<file path="config.mk">
export PLATFORM = sky130hd
export DESIGN_NAME = ts_out_fmt
export DESIGN_NICKNAME = d
export VERILOG_FILES = /design/src/rtl/ts_fmt_pkg.sv /design/src/rtl/ts_pkt_tracker.sv /design/src/rtl/ts_par_stage.sv /design/src/rtl/ts_ser_shift.sv /design/src/rtl/ts_out_fmt.sv
export SDC_FILE = /design/constraint.sdc
export NUM_CORES = 1
export LEC_CHECK = 0
export BUFFER_PORTS_ARGS = -buffer_cell sky130_fd_sc_hd__buf_2
export CAP_MARGIN = 20
export CORE_AREA = 3 3 67 69
export CTS_CLUSTER_DIAMETER = 200
export CTS_CLUSTER_SIZE = 28
export DETAILED_ROUTE_END_ITERATION = 8
export DIE_AREA = 0 0 70 72
export HOLD_SLACK_MARGIN = 0.03
export PLACE_DENSITY = 0.63
export SYNTH_ARGS = -nofsm -noshare
export SYNTH_HDL_FRONTEND = slang
export SYNTH_SLANG_ARGS = --single-unit
</file>
<file path="constraint.sdc">
create_clock -name clk -period 2.22 [get_ports clk]
set_clock_uncertainty 0.1 [all_clocks]
set_input_delay 0.111 -clock clk [delete_from_list [all_inputs] [get_ports clk]]
set_output_delay 0.111 -clock clk [all_outputs]
set_load 0.02 [all_outputs]
</file>
<file path="src/rtl/ts_fmt_pkg.sv">
package ts_fmt_pkg;

    localparam logic [7:0] SYNC_BYTE = 8'h47;

    // One formatted byte travelling from the packet tracker to an output stage
    typedef struct packed {
        logic [7:0] data;
        logic       is_sync;
        logic       uncor;
    } ts_byte_t;

    function automatic logic [7:0] mark_error(input logic [7:0] d, input logic en);
        return en ? (d | 8'h80) : d;
    endfunction

endpackage

</file>
<file path="src/rtl/ts_pkt_tracker.sv">
module ts_pkt_tracker
    import ts_fmt_pkg::*;
#(
    parameter int PKT_LEN = 188
) (
    input  logic       clk,
    input  logic       rst,
    input  logic       take,
    input  logic [7:0] in_data,
    input  logic       in_start,
    input  logic       in_uncor,
    input  logic       inh_rs,
    input  logic       inh_tei,
    output ts_byte_t   rec
);
    localparam int IDX_W = $clog2(PKT_LEN);
    localparam logic [IDX_W-1:0] LAST = IDX_W'(PKT_LEN - 1);
    localparam logic [IDX_W-1:0] HDR1 = IDX_W'(1);

    logic [IDX_W-1:0] idx_q, idx_nx;
    logic             uncor_q, uncor_nx, force_mark;

    always_comb begin
        if (in_start)
            idx_nx = '0;
        else if (idx_q == LAST)
            idx_nx = LAST;
        else
            idx_nx = idx_q + 1'b1;
        uncor_nx   = in_start ? in_uncor : uncor_q;
        force_mark = uncor_nx && (idx_nx == HDR1) && !inh_rs && !inh_tei;
        rec.data    = in_start ? SYNC_BYTE : mark_error(in_data, force_mark);
        rec.is_sync = in_start;
        rec.uncor   = uncor_nx;
    end

    always_ff @(posedge clk) begin
        if (rst) begin
            idx_q   <= LAST;
            uncor_q <= 1'b0;
        end else if (take) begin
            idx_q   <= idx_nx;
            uncor_q <= uncor_nx;
        end
    end

endmodule

</file>
<file path="src/rtl/ts_par_stage.sv">
module ts_par_stage
    import ts_fmt_pkg::*;
(
    input  logic       clk,
    input  logic       rst,
    input  logic       load,
    input  ts_byte_t   rec,
    output logic [7:0] out_data,
    output logic       out_den,
    output logic       out_sync
);
    always_ff @(posedge clk) begin
        if (rst) begin
            out_data <= '0;
            out_den  <= 1'b0;
            out_sync <= 1'b0;
        end else if (load) begin
            out_data <= rec.data;
            out_den  <= 1'b1;
            out_sync <= rec.is_sync;
        end else begin
            out_den  <= 1'b0;
            out_sync <= 1'b0;
        end
    end

endmodule

</file>
<file path="src/rtl/ts_ser_shift.sv">
module ts_ser_shift
    import ts_fmt_pkg::*;
#(
    parameter int BIT_CYCLES = 2
) (
    input  logic     clk,
    input  logic     rst,
    input  logic     load,
    input  ts_byte_t rec,
    output logic     busy,
    output logic     bit_out,
    output logic     bit_stb,
    output logic     sync_out,
    output logic     last_cyc
);
    localparam int SUB_W = (BIT_CYCLES > 1) ? $clog2(BIT_CYCLES) : 1;
    localparam logic [SUB_W-1:0] SUB_LAST = SUB_W'(BIT_CYCLES - 1);

    logic [7:0]       sh_q;
    logic [2:0]       bit_q;
    logic [SUB_W-1:0] sub_q;
    logic             busy_q, sync_q;

    assign busy     = busy_q;
    assign bit_out  = sh_q[7];
    assign bit_stb  = busy_q && (sub_q == '0);
    assign sync_out = busy_q && sync_q && (bit_q == 3'd0);
    assign last_cyc = busy_q && (bit_q == 3'd7) && (sub_q == SUB_LAST);

    always_ff @(posedge clk) begin
        if (rst) begin
            sh_q   <= '0;
            bit_q  <= '0;
            sub_q  <= '0;
            busy_q <= 1'b0;
            sync_q <= 1'b0;
        end else if (load) begin
            sh_q   <= rec.data;
            bit_q  <= '0;
            sub_q  <= '0;
            busy_q <= 1'b1;
            sync_q <= rec.is_sync;
        end else if (busy_q) begin
            if (sub_q == SUB_LAST) begin
                sub_q <= '0;
                sh_q  <= {sh_q[6:0], 1'b0};
                bit_q <= bit_q + 3'd1;
                if (bit_q == 3'd7)
                    busy_q <= 1'b0;
            end else begin
                sub_q <= sub_q + 1'b1;
            end
        end
    end

endmodule

</file>
<file path="src/rtl/ts_out_fmt.sv">
module ts_out_fmt
    import ts_fmt_pkg::*;
#(
    parameter int PKT_LEN    = 188,
    parameter int BIT_CYCLES = 2
) (
    input  logic       clk,
    input  logic       rst,
    input  logic       ser_mode,
    input  logic       inh_rs,
    input  logic       inh_tei,
    input  logic       in_valid,
    output logic       in_ready,
    input  logic [7:0] in_data,
    input  logic       in_start,
    input  logic       in_uncor,
    output logic [7:0] ts_data,
    output logic       ts_den,
    output logic       ts_clk_en,
    output logic       ts_sync,
    output logic       ts_uncor
);
    ts_byte_t   rec;
    logic       take;
    logic       ser_busy, ser_bit, ser_stb, ser_sync, ser_last;
    logic [7:0] par_data;
    logic       par_den, par_sync;
    logic       uncor_q;

    assign in_ready = !ser_busy || ser_last;
    assign take     = in_valid && in_ready;

    ts_pkt_tracker #(.PKT_LEN(PKT_LEN)) u_trk (
        .clk(clk), .rst(rst), .take(take),
        .in_data(in_data), .in_start(in_start), .in_uncor(in_uncor),
        .inh_rs(inh_rs), .inh_tei(inh_tei), .rec(rec)
    );

    ts_par_stage u_par (
        .clk(clk), .rst(rst), .load(take && !ser_mode), .rec(rec),
        .out_data(par_data), .out_den(par_den), .out_sync(par_sync)
    );

    ts_ser_shift #(.BIT_CYCLES(BIT_CYCLES)) u_ser (
        .clk(clk), .rst(rst), .load(take && ser_mode), .rec(rec),
        .busy(ser_busy), .bit_out(ser_bit), .bit_stb(ser_stb),
        .sync_out(ser_sync), .last_cyc(ser_last)
    );

    always_ff @(posedge clk) begin
        if (rst)
            uncor_q <= 1'b0;
        else if (take)
            uncor_q <= rec.uncor;
    end

    always_comb begin
        if (ser_busy) begin
            ts_data   = {7'd0, ser_bit};
            ts_den    = 1'b1;
            ts_clk_en = ser_stb;
            ts_sync   = ser_sync;
        end else begin
            ts_data   = par_data;
            ts_den    = par_den;
            ts_clk_en = par_den;
            ts_sync   = par_sync;
        end
    end

    assign ts_uncor = uncor_q;

endmodule

</file>
==> impl_metrics.json <==
{
  "status": "complete, no violations",
  "grt_pass1_wl_um": 6420,
  "yosysTopAreaCellShare": 0.401,
  "ys_seq_elements": 33,
  "r2r-start": "u_trk.idx_q[0]$_SDFFE_PP1P_",
  "drc": 0,
  "drive_above_1_share": 0.231,
  "viasPerCell": 5.30,
  "cts_buffers": 5,
  "p_comb_frac": 0.171,
  "seqPwrFrac": 0.497,
  "start_util": 0.415,
  "die_h_um": 72,
  "ant_nets": 0,
  "yosysUniqueCellTypes": 43,
  "worstPathRequired_ns": 2.34,
  "synthArstFlopShare": 0,
  "yosysSeqAreaShare": 0.401,
  "diodes": 0,
  "die_x_um": 70,
  "hp-start": "in_data[1]",
  "finalHoldViolCount": 0,
  "grt_pass1_vias": 1351,
  "h-tree-depth": 2,
  "synth_edf_count": 0,
  "grt_usage": 0.158,
  "cts.sinks": 33,
  "reg2reg_slack_ns": 0.17,
  "setup_violations": 0,
  "min_period_ns": 2.05,
  "crit_path_end_kind": "flip-flop",
  "crit_slowest_cell": "or4_4",
  "tightest_slew_ns": 0.594,
  "syn_area_per_cell_um2": 8.20,
  "fmax_ghz": 0.487,
  "clk_pin_slew_worst_paths_ns": 0.07,
  "synthMostInstantiatedCell": "dfxtp_1",
  "critPathArrivalTime_ns": 2.17,
  "yosysTopAreaCell": "dfxtp_1",
  "core_area_um2": 3970,
  "path_buf_inv": 0,
  "synth.net_count": 221,
  "syn_area_um2": 1650,
  "routed_wl_um": 3750,
  "internal-power_uw": 938,
  "antenna_found_initial": 0,
  "io_pins": 29,
  "grt_setup_unrepaired": "no",
  "cp_slowest_stage_delay_ns": 0.53,
  "drt_first_pass_iters": 4,
  "synthCells": 201,
  "startpoint": "u_trk.idx_q[0]$_SDFFE_PP1P_",
  "rows": 23,
  "cts_buffer_depth": 2,
  "slew_violations": 0,
  "hpwl_um": 2560,
  "p_switching_uw": 381,
  "syn_to_final_growth_pct": 18.1,
  "tritoncts": "done",
  "synth_commonest_cells": "dfxtp_1 (33), nand2_1 (30), nor3_1 (16), nor2_1 (15)",
  "grt-ovfl-total": 0,
  "swShare": 0.289,
  "path_cells": "ha_1 -> and4_1 -> a31oi_2 -> nand3b_1 -> or4_4 -> a31oi_1",
  "grt_max_degree": 33,
  "synth_flop_cell": "dfxtp_1",
  "path_class": "flip-flop to flip-flop",
  "vias": 1504,
  "drt-initial-drc-count": 82,
  "clockRootBuffer": "clkbuf_8",
  "fin_nets": 253,
  "cp_top_family": "simple AND/OR/NAND/NOR gates",
  "maxCapViolCount": 0,
  "crit_fanout": 6,
  "synth.area.top_cells": "dfxtp_1 (40%), nand2_1 (6.8%), nor3_1 (4.9%)",
  "finalSetupTns_ns": 0,
  "numPortBuffers": 28,
  "gp_congestion": 0.815,
  "ys_warn_count": 0,
  "vdd_drop_max_mv": 0.374,
  "clk_latency_ns": 0.28,
  "powerDensity_nw_per_um2": 678,
  "leakage_uw": 0.000803,
  "min_period_over_period": 0.924,
  "hold_class": "input pin to flip-flop",
  "slew_headroom": 0.604,
  "cp-start-kind": "flip-flop",
  "final_util": 0.490,
  "clockPowerShare": 0.332,
  "wl_per_cell_um": 13.2,
  "dieArea_um2": 5040
}
layout by cell type (no fill, tap or decap), drive strengths merged, types with 6 or more instances in the layout:
master	netlist	routed
nand3	13	13
dfxtp	33	33
a21oi	13	13
buf	6	34
nor3	16	16
a311oi	6	6
nor2b	10	10
nor2	15	15
nand2	31	31
what timing repair did:
item / in CTS / in global routing
hold endpoints to repair: 5 / 0
gates resized for setup: 0 / 0
hold buffers: 4 / 0
buffers inserted: 0 / 0
power groups by stage:
stage	combinational, uW	clock (uW)	sequential, uW
after floorplan	163	0	661
after global placement	220	0	669
after detailed placement	221	0	668
after CTS	227	451	655
after global routing	252	485	660
final	226	437	656
per-layer routing:
layer,track usage,up-vias,wire length (um)
met4,0.0447,0,30
li1,-,767,-
met2,0.225,44,1640
met3,0.0416,5,195
met5,0,-,0
met1,0.235,688,1890
layout make-up:
type                    count  area (um2)
clock buffers               5        68.8
well taps                  50        62.6
clock inverters             3        17.5
repair buffers             38         225
flip-flops and latches     33         661
multi-input cells         150         893
inverters                   5        18.8
fillers                   395        2020
sequential cells by signal (all words and copies together), names as in the netlist:
signal / flops
u_trk.idx_q: 8
u_ser.sync_q: 1
u_par.out_sync: 1
u_ser.sh_q: 8
u_ser.busy: 1
u_ser.bit_q: 3
u_ser.sub_q: 1
u_trk.uncor_q: 1
u_par.out_data: 8
u_par.out_den: 1
worst register-to-register path: cells and delay by family, from the launching register on:
| kind | cells | cell delay (ns) |
|---|---|---|
| AND/OR/NAND/NOR | 3 | 0.89 |
| flip-flops | 1 | 0.37 |
| AO/OA/AOI/OAI | 2 | 0.37 |
| adder cells (fa/ha/maj) | 1 | 0.25 |
metrics by stage:
| step | instance area, um2 | cells | worst slack [ns] | total power, uW | hold slack [ns] |
|---|---|---|---|---|---|
| after floorplan | 1650 | 201 | 0.312 | 824 | 0.0909 |
| after global placement | 1820 | 272 | 0.189 | 889 | 0.295 |
| after detailed placement | 1820 | 272 | 0.168 | 889 | 0.311 |
| after CTS | 1950 | 284 | 0.161 | 1330 | 0.0314 |
| after global routing | 1950 | 284 | 0.0520 | 1400 | 0.0386 |
| final | 1950 | 284 | 0.168 | 1320 | 0.0230 |
final timing paths:
check                                                 endpoint  cells after the start
worst min register to register       u_ser.sync_q$_SDFFE_PP0P_                      2
worst max-delay path            u_par.out_data[7]$_SDFFE_PP0P_                      6
worst min-delay path            u_par.out_data[1]$_SDFFE_PP0P_                      3
worst max register to register  u_par.out_data[7]$_SDFFE_PP0P_                      6
cell families after synthesis:
kind of cell | after synthesis | synth area share
AND/OR/NAND/NOR | 102 | 0.310
AO/OA/AOI/OAI | 35 | 0.148
flip-flops | 33 | 0.401
buffers and inverters | 18 | 0.0577
multiplexers | 5 | 0.0319
XOR/XNOR | 4 | 0.0212
adder cells (fa/ha/maj) | 4 | 0.0304
(Power assumes the default switching activity.)
